[config.mk]
export PLATFORM = sky130hd
export DESIGN_NAME = credit_link
export DESIGN_NICKNAME = d
export VERILOG_FILES = /design/src/rtl/credit_link_pkg.sv /design/src/rtl/pulse_pipe.sv /design/src/rtl/credit_counter.sv /design/src/rtl/credit_link.sv
export SDC_FILE = /design/constraint.sdc
export NUM_CORES = 1
export LEC_CHECK = 0
export ABC_AREA = 0
export ABC_CLOCK_PERIOD_IN_PS = 2700
export BUFFER_PORTS_ARGS = -buffer_cell sky130_fd_sc_hd__buf_2
export CAP_MARGIN = 20
export CELL_PAD_IN_SITES_DETAIL_PLACEMENT = 1
export CELL_PAD_IN_SITES_GLOBAL_PLACEMENT = 1
export CORE_UTILIZATION = 36
export CTS_CLUSTER_SIZE = 16
export DETAILED_ROUTE_END_ITERATION = 7
export PLACE_DENSITY = 0.69
export SKIP_LAST_GASP = 1
export SYNTH_ARGS = -nofsm -noshare
export SYNTH_HDL_FRONTEND = slang
export SYNTH_SLANG_ARGS = --single-unit
[constraint.sdc]
create_clock -name clk -period 2.7 [get_ports clk]
set_clock_uncertainty 0.2 [all_clocks]
set_input_delay 0.135 -clock clk [delete_from_list [all_inputs] [get_ports clk]]
set_output_delay 0.135 -clock clk [all_outputs]
set_load 0.01 [all_outputs]
[src/rtl/credit_link_pkg.sv]
package credit_link_pkg;
  // Width of a counter that must hold 0 .. 2*stages
  function automatic int credit_width(input int stages);
    return $clog2(2 * stages + 1);
  endfunction
endpackage

[src/rtl/pulse_pipe.sv]
module pulse_pipe #(
  parameter int STAGES = 3
) (
  input  logic clk,
  input  logic rst,
  input  logic pulse_in,
  output logic pulse_out
);
  logic [STAGES-1:0] stage_q;

  always_ff @(posedge clk) begin
    if (rst) stage_q[0] <= 1'b0;
    else     stage_q[0] <= pulse_in;
  end

  for (genvar g = 1; g < STAGES; g++) begin : g_stage
    always_ff @(posedge clk) begin
      if (rst) stage_q[g] <= 1'b0;
      else     stage_q[g] <= stage_q[g-1];
    end
  end

  assign pulse_out = stage_q[STAGES-1];
endmodule

[src/rtl/credit_counter.sv]
module credit_counter #(
  parameter int LIMIT = 6,
  localparam int CW = $clog2(LIMIT + 1)
) (
  input  logic          clk,
  input  logic          rst,
  input  logic          take,
  input  logic          give,
  output logic [CW-1:0] count,
  output logic          nonzero
);
  localparam logic [CW-1:0] FULL = CW'(LIMIT);

  logic [CW-1:0] count_d;

  always_comb begin
    count_d = count;
    if (take && !give)      count_d = count - 1'b1;
    else if (give && !take) count_d = count + 1'b1;
  end

  always_ff @(posedge clk) begin
    if (rst) begin
      count   <= FULL;
      nonzero <= 1'b1;
    end else begin
      count   <= count_d;
      nonzero <= (count_d != '0);
    end
  end
endmodule

[src/rtl/credit_link.sv]
module credit_link
  import credit_link_pkg::*;
#(
  parameter int STAGES = 3,
  localparam int LIMIT = 2 * STAGES,
  localparam int CW = credit_width(STAGES)
) (
  input  logic          clk,
  input  logic          rst,
  input  logic          tx_req_i,
  output logic          tx_fire_o,
  output logic          tx_credit_ok_o,
  output logic [CW-1:0] tx_credit_o,
  output logic          tx_return_o,
  output logic          rx_pulse_o,
  input  logic          rx_done_i,
  output logic          rx_sent_o,
  output logic [CW-1:0] rx_credit_o
);
  localparam logic [CW-1:0] FULL = CW'(LIMIT);

  logic rx_holding;

  // A returning credit may be spent in the cycle it arrives
  assign tx_fire_o  = tx_req_i && (tx_credit_ok_o || tx_return_o);
  // Receiver holds an item when its count is below full
  assign rx_holding = (rx_credit_o != FULL);
  assign rx_sent_o  = rx_done_i && (rx_holding || rx_pulse_o);

  credit_counter #(.LIMIT(LIMIT)) tx_cnt_i (
    .clk(clk), .rst(rst),
    .take(tx_fire_o), .give(tx_return_o),
    .count(tx_credit_o), .nonzero(tx_credit_ok_o)
  );

  logic rx_nonzero_unused;
  credit_counter #(.LIMIT(LIMIT)) rx_cnt_i (
    .clk(clk), .rst(rst),
    .take(rx_pulse_o), .give(rx_sent_o),
    .count(rx_credit_o), .nonzero(rx_nonzero_unused)
  );

  pulse_pipe #(.STAGES(STAGES)) fwd_pipe_i (
    .clk(clk), .rst(rst), .pulse_in(tx_fire_o), .pulse_out(rx_pulse_o)
  );

  pulse_pipe #(.STAGES(STAGES)) ret_pipe_i (
    .clk(clk), .rst(rst), .pulse_in(rx_sent_o), .pulse_out(tx_return_o)
  );
endmodule

==> impl_results.md <==
* DP HPWL at 940 um
* Post-synthesis sequential area ratio at 44.9%
* Slew @ Worst Pin at 275 ps
* Vias at 467
* Insertion delay to the later sink of the worst-skew pair at 280 ps
* Hold WC Path Type: input pin to flip-flop
* Critical path buffer and inverter count at 1
* First-pass GRT wire length at 2010 um
* Max Fanout on Critical Path at 4
* Final hold vios at 0
* Post-route setup slack at 596 ps
* Layout cells sized above 1 at 27.8%
* MaxCap Viol Count at 0
* Tot Pwr at 0.438 mW
* Layout net count at 87
* Met1 usage at 18.6%
* Commonest cells in the netlist: 13 x dfxtp_1, 7 x nor2b_1, 6 x inv_1, 5 x a21oi_1
* Synth area leader: dfxtp_1
* Post-layout util at 46.9%
* P_leak at 0.312 nW
* Syn nets at 67
* Port bufs at 14
* Netlist cell types at 26
* Hold Slack at 60.5 ps
* Fraction of registers with async set/reset at 0%
* Pwr dens at 620 nW/um2
* I/O pins at 15
* Avg Cell Area, Syn at 9.66 um2
* Largest net degree at the start of global routing at 10
* Synthesized instance count at 60
* Fin crit period at 2100 ps
* Tcrit/Tclk final at 77.9%
* GRT Max-Usage Layer: met2
* CTS Root Cell: clkbuf_4
* Vias in the first global route at 452
* Post-place setup slack at 619 ps
* Largest stage delay, worst path at 410 ps
* Drt first pass iters at 2
* Slew Viols, Final at 0
* CTS Buffer Depth at 2
* Crit path kind: flip-flop to flip-flop
* Max Freq at 475 MHz
* Most numerous cell in the Yosys netlist: dfxtp_1
* Detail-routed via count per cell at 4.92
* Post-Route WL at 1190 um
* Post-Synthesis Cell Area at 579 um2
* Drt first-iter violations at 2
* CP max-delay cell: fa_1
* Delay-heaviest family, CP: compound AO/OA/AOI/OAI gates
* Die W at 42.1 um
* Post-synth EDFFs at 0
* Die Ht at 42.1 um
* Worst setup SP type: flip-flop
* Core Region at 1510 um2
* Clock slew at reported path FFs at 80 ps
* Worst Path Required at 2670 ps
* Final setup viols at 0
* Slew HR at 81.6%
* CP endpoint kind: flip-flop
* Die ar. at 1770 um2
* Max IR drop VDD at 0.301 mV
* Met3 Resource Use GR at 7.33%
* Total GRT Usage at 15.9%
* Average wire per standard cell at 12.5 um
* Area growth, synth to finish at 22.0%
* CTS tree: built
* Gr ovfl total at 0
* Antenna-violating nets left at 0
* # DRC at 0
* Antenna violations before repair at 0
* CTS H-Tree Depth at 1
* Seq cells post-synth at 13
* CTS Buf Count at 3
* TNS Setup at 0 ps
* CTS sink cnt at 13
* Yosys Warn Count at 0
* GPL Wtd Cong at 0.801
* Num rows at 14
* Crit-path cells: nor2b_1 -> inv_1 -> fa_1 -> a211o_1 -> a311o_1
* CP Data Arrival Time at 2080 ps
* Status: completed
* RSZ-0062 raised after global routing: false
* Post-synth top flop: dfxtp_1
* Met2 Track Usage GR at 23.1%
* Top-area cell type share of the netlist area at 44.9%
* Resize count post-CTS at 0
* Antenna diodes at 0
* Initial Util at 38.5%
* Synth area leaders: dfxtp_1 45%, nor2b_1 7.6%, a21oi_1 4.3%
routing by layer:
layer / vias to the layer above / routed length, um
li1: 244 / -
met1: 211 / 589
met2: 10 / 528
met3: 2 / 57
met4: 0 / 10
met5: - / 0
kinds of logic (layout without fill, tap and decap cells):
logic type	count (synthesis)	after routing	synth area share, %
AOI/OAI and AO/OA	15	15	19.0
xor gates and xnor gates	2	2	3.02
adders and majority gates	3	3	7.77
buffers and inverters	6	25	3.89
DFF	13	13	44.9
and+or+nand+nor	21	21	21.4
flip-flops by register name, summed over array words and instances (netlist names):
register              flops
fwd_pipe_i.stage_q        2
ret_pipe_i.pulse_out      1
ret_pipe_i.stage_q        2
fwd_pipe_i.pulse_out      1
tx_cnt_i.nonzero          1
tx_cnt_i.count            3
rx_cnt_i.count            3
timing repair:
item	in CTS	in global routing
hold endpoints to repair	8	0
hold buffers	1	0
buffers inserted	0	0
power by group:
part / internal, mW / switching, mW
Clock: 0.0549 / 0.0629
Combinational: 0.0471 / 0.0507
Sequential: 0.207 / 0.0151
cell usage in the layout (no fill, tap or decap):
master | Yosys | layout
o21a_1 | 1 | 1
nand2_1 | 3 | 3
nand2b_1 | 1 | 1
o31ai_1 | 1 | 1
dfxtp_1 | 13 | 13
or2_2 | 2 | 2
or3_1 | 1 | 1
o22ai_1 | 1 | 1
inv_1 | 6 | 6
o31a_1 | 1 | 1
o211ai_2 | 1 | 1
nor3_1 | 1 | 1
nor2b_2 | 1 | 1
and2_1 | 3 | 3
dlygate4sd3_1 | 0 | 1
a32oi_1 | 1 | 1
ha_1 | 2 | 2
o211ai_1 | 1 | 1
a311o_1 | 1 | 1
buf_2 | 0 | 14
nor2b_1 | 7 | 7
a21oi_1 | 5 | 5
nor2_1 | 1 | 1
a211oi_1 | 1 | 1
fa_1 | 1 | 1
xnor2_1 | 2 | 2
clkinv_2 | 0 | 1
clkbuf_4 | 0 | 3
nand3b_1 | 1 | 1
a211o_1 | 1 | 1
worst paths after layout:
check        slack, ps                   from                    end  cells after the start
max reg2reg        600   fwd_pipe_i.pulse_out      rx_cnt_i.count[2]                      5
min                 60              rx_done_i  ret_pipe_i.stage_q[0]                      3
max                600   fwd_pipe_i.pulse_out      rx_cnt_i.count[2]                      5
min reg2reg        250  fwd_pipe_i.stage_q[1]   fwd_pipe_i.pulse_out                      1
stage by stage:
step | instance area (um2) | cells
after floorplan | 579 | 60
after global placement | 669 | 90
after detailed placement | 669 | 90
after CTS | 707 | 95
after global routing | 707 | 95
final | 707 | 95
final cells by class:
| type | count | area [um2] |
|---|---|---|
| Clock buffer | 3 | 22.5 |
| Clock inverter | 1 | 5.00 |
| Fill cell | 190 | 800 |
| Inverter | 6 | 22.5 |
| Multi-Input combinational cell | 41 | 297 |
| Sequential cell | 13 | 260 |
| Tap cell | 16 | 20.0 |
| Timing Repair Buffer | 15 | 80.1 |
worst min-delay path, stage by stage:
cell and delay, ps:
buf_2 100, o31a_1 150, and2_1 120
Power figures use the tool's default switching activity.
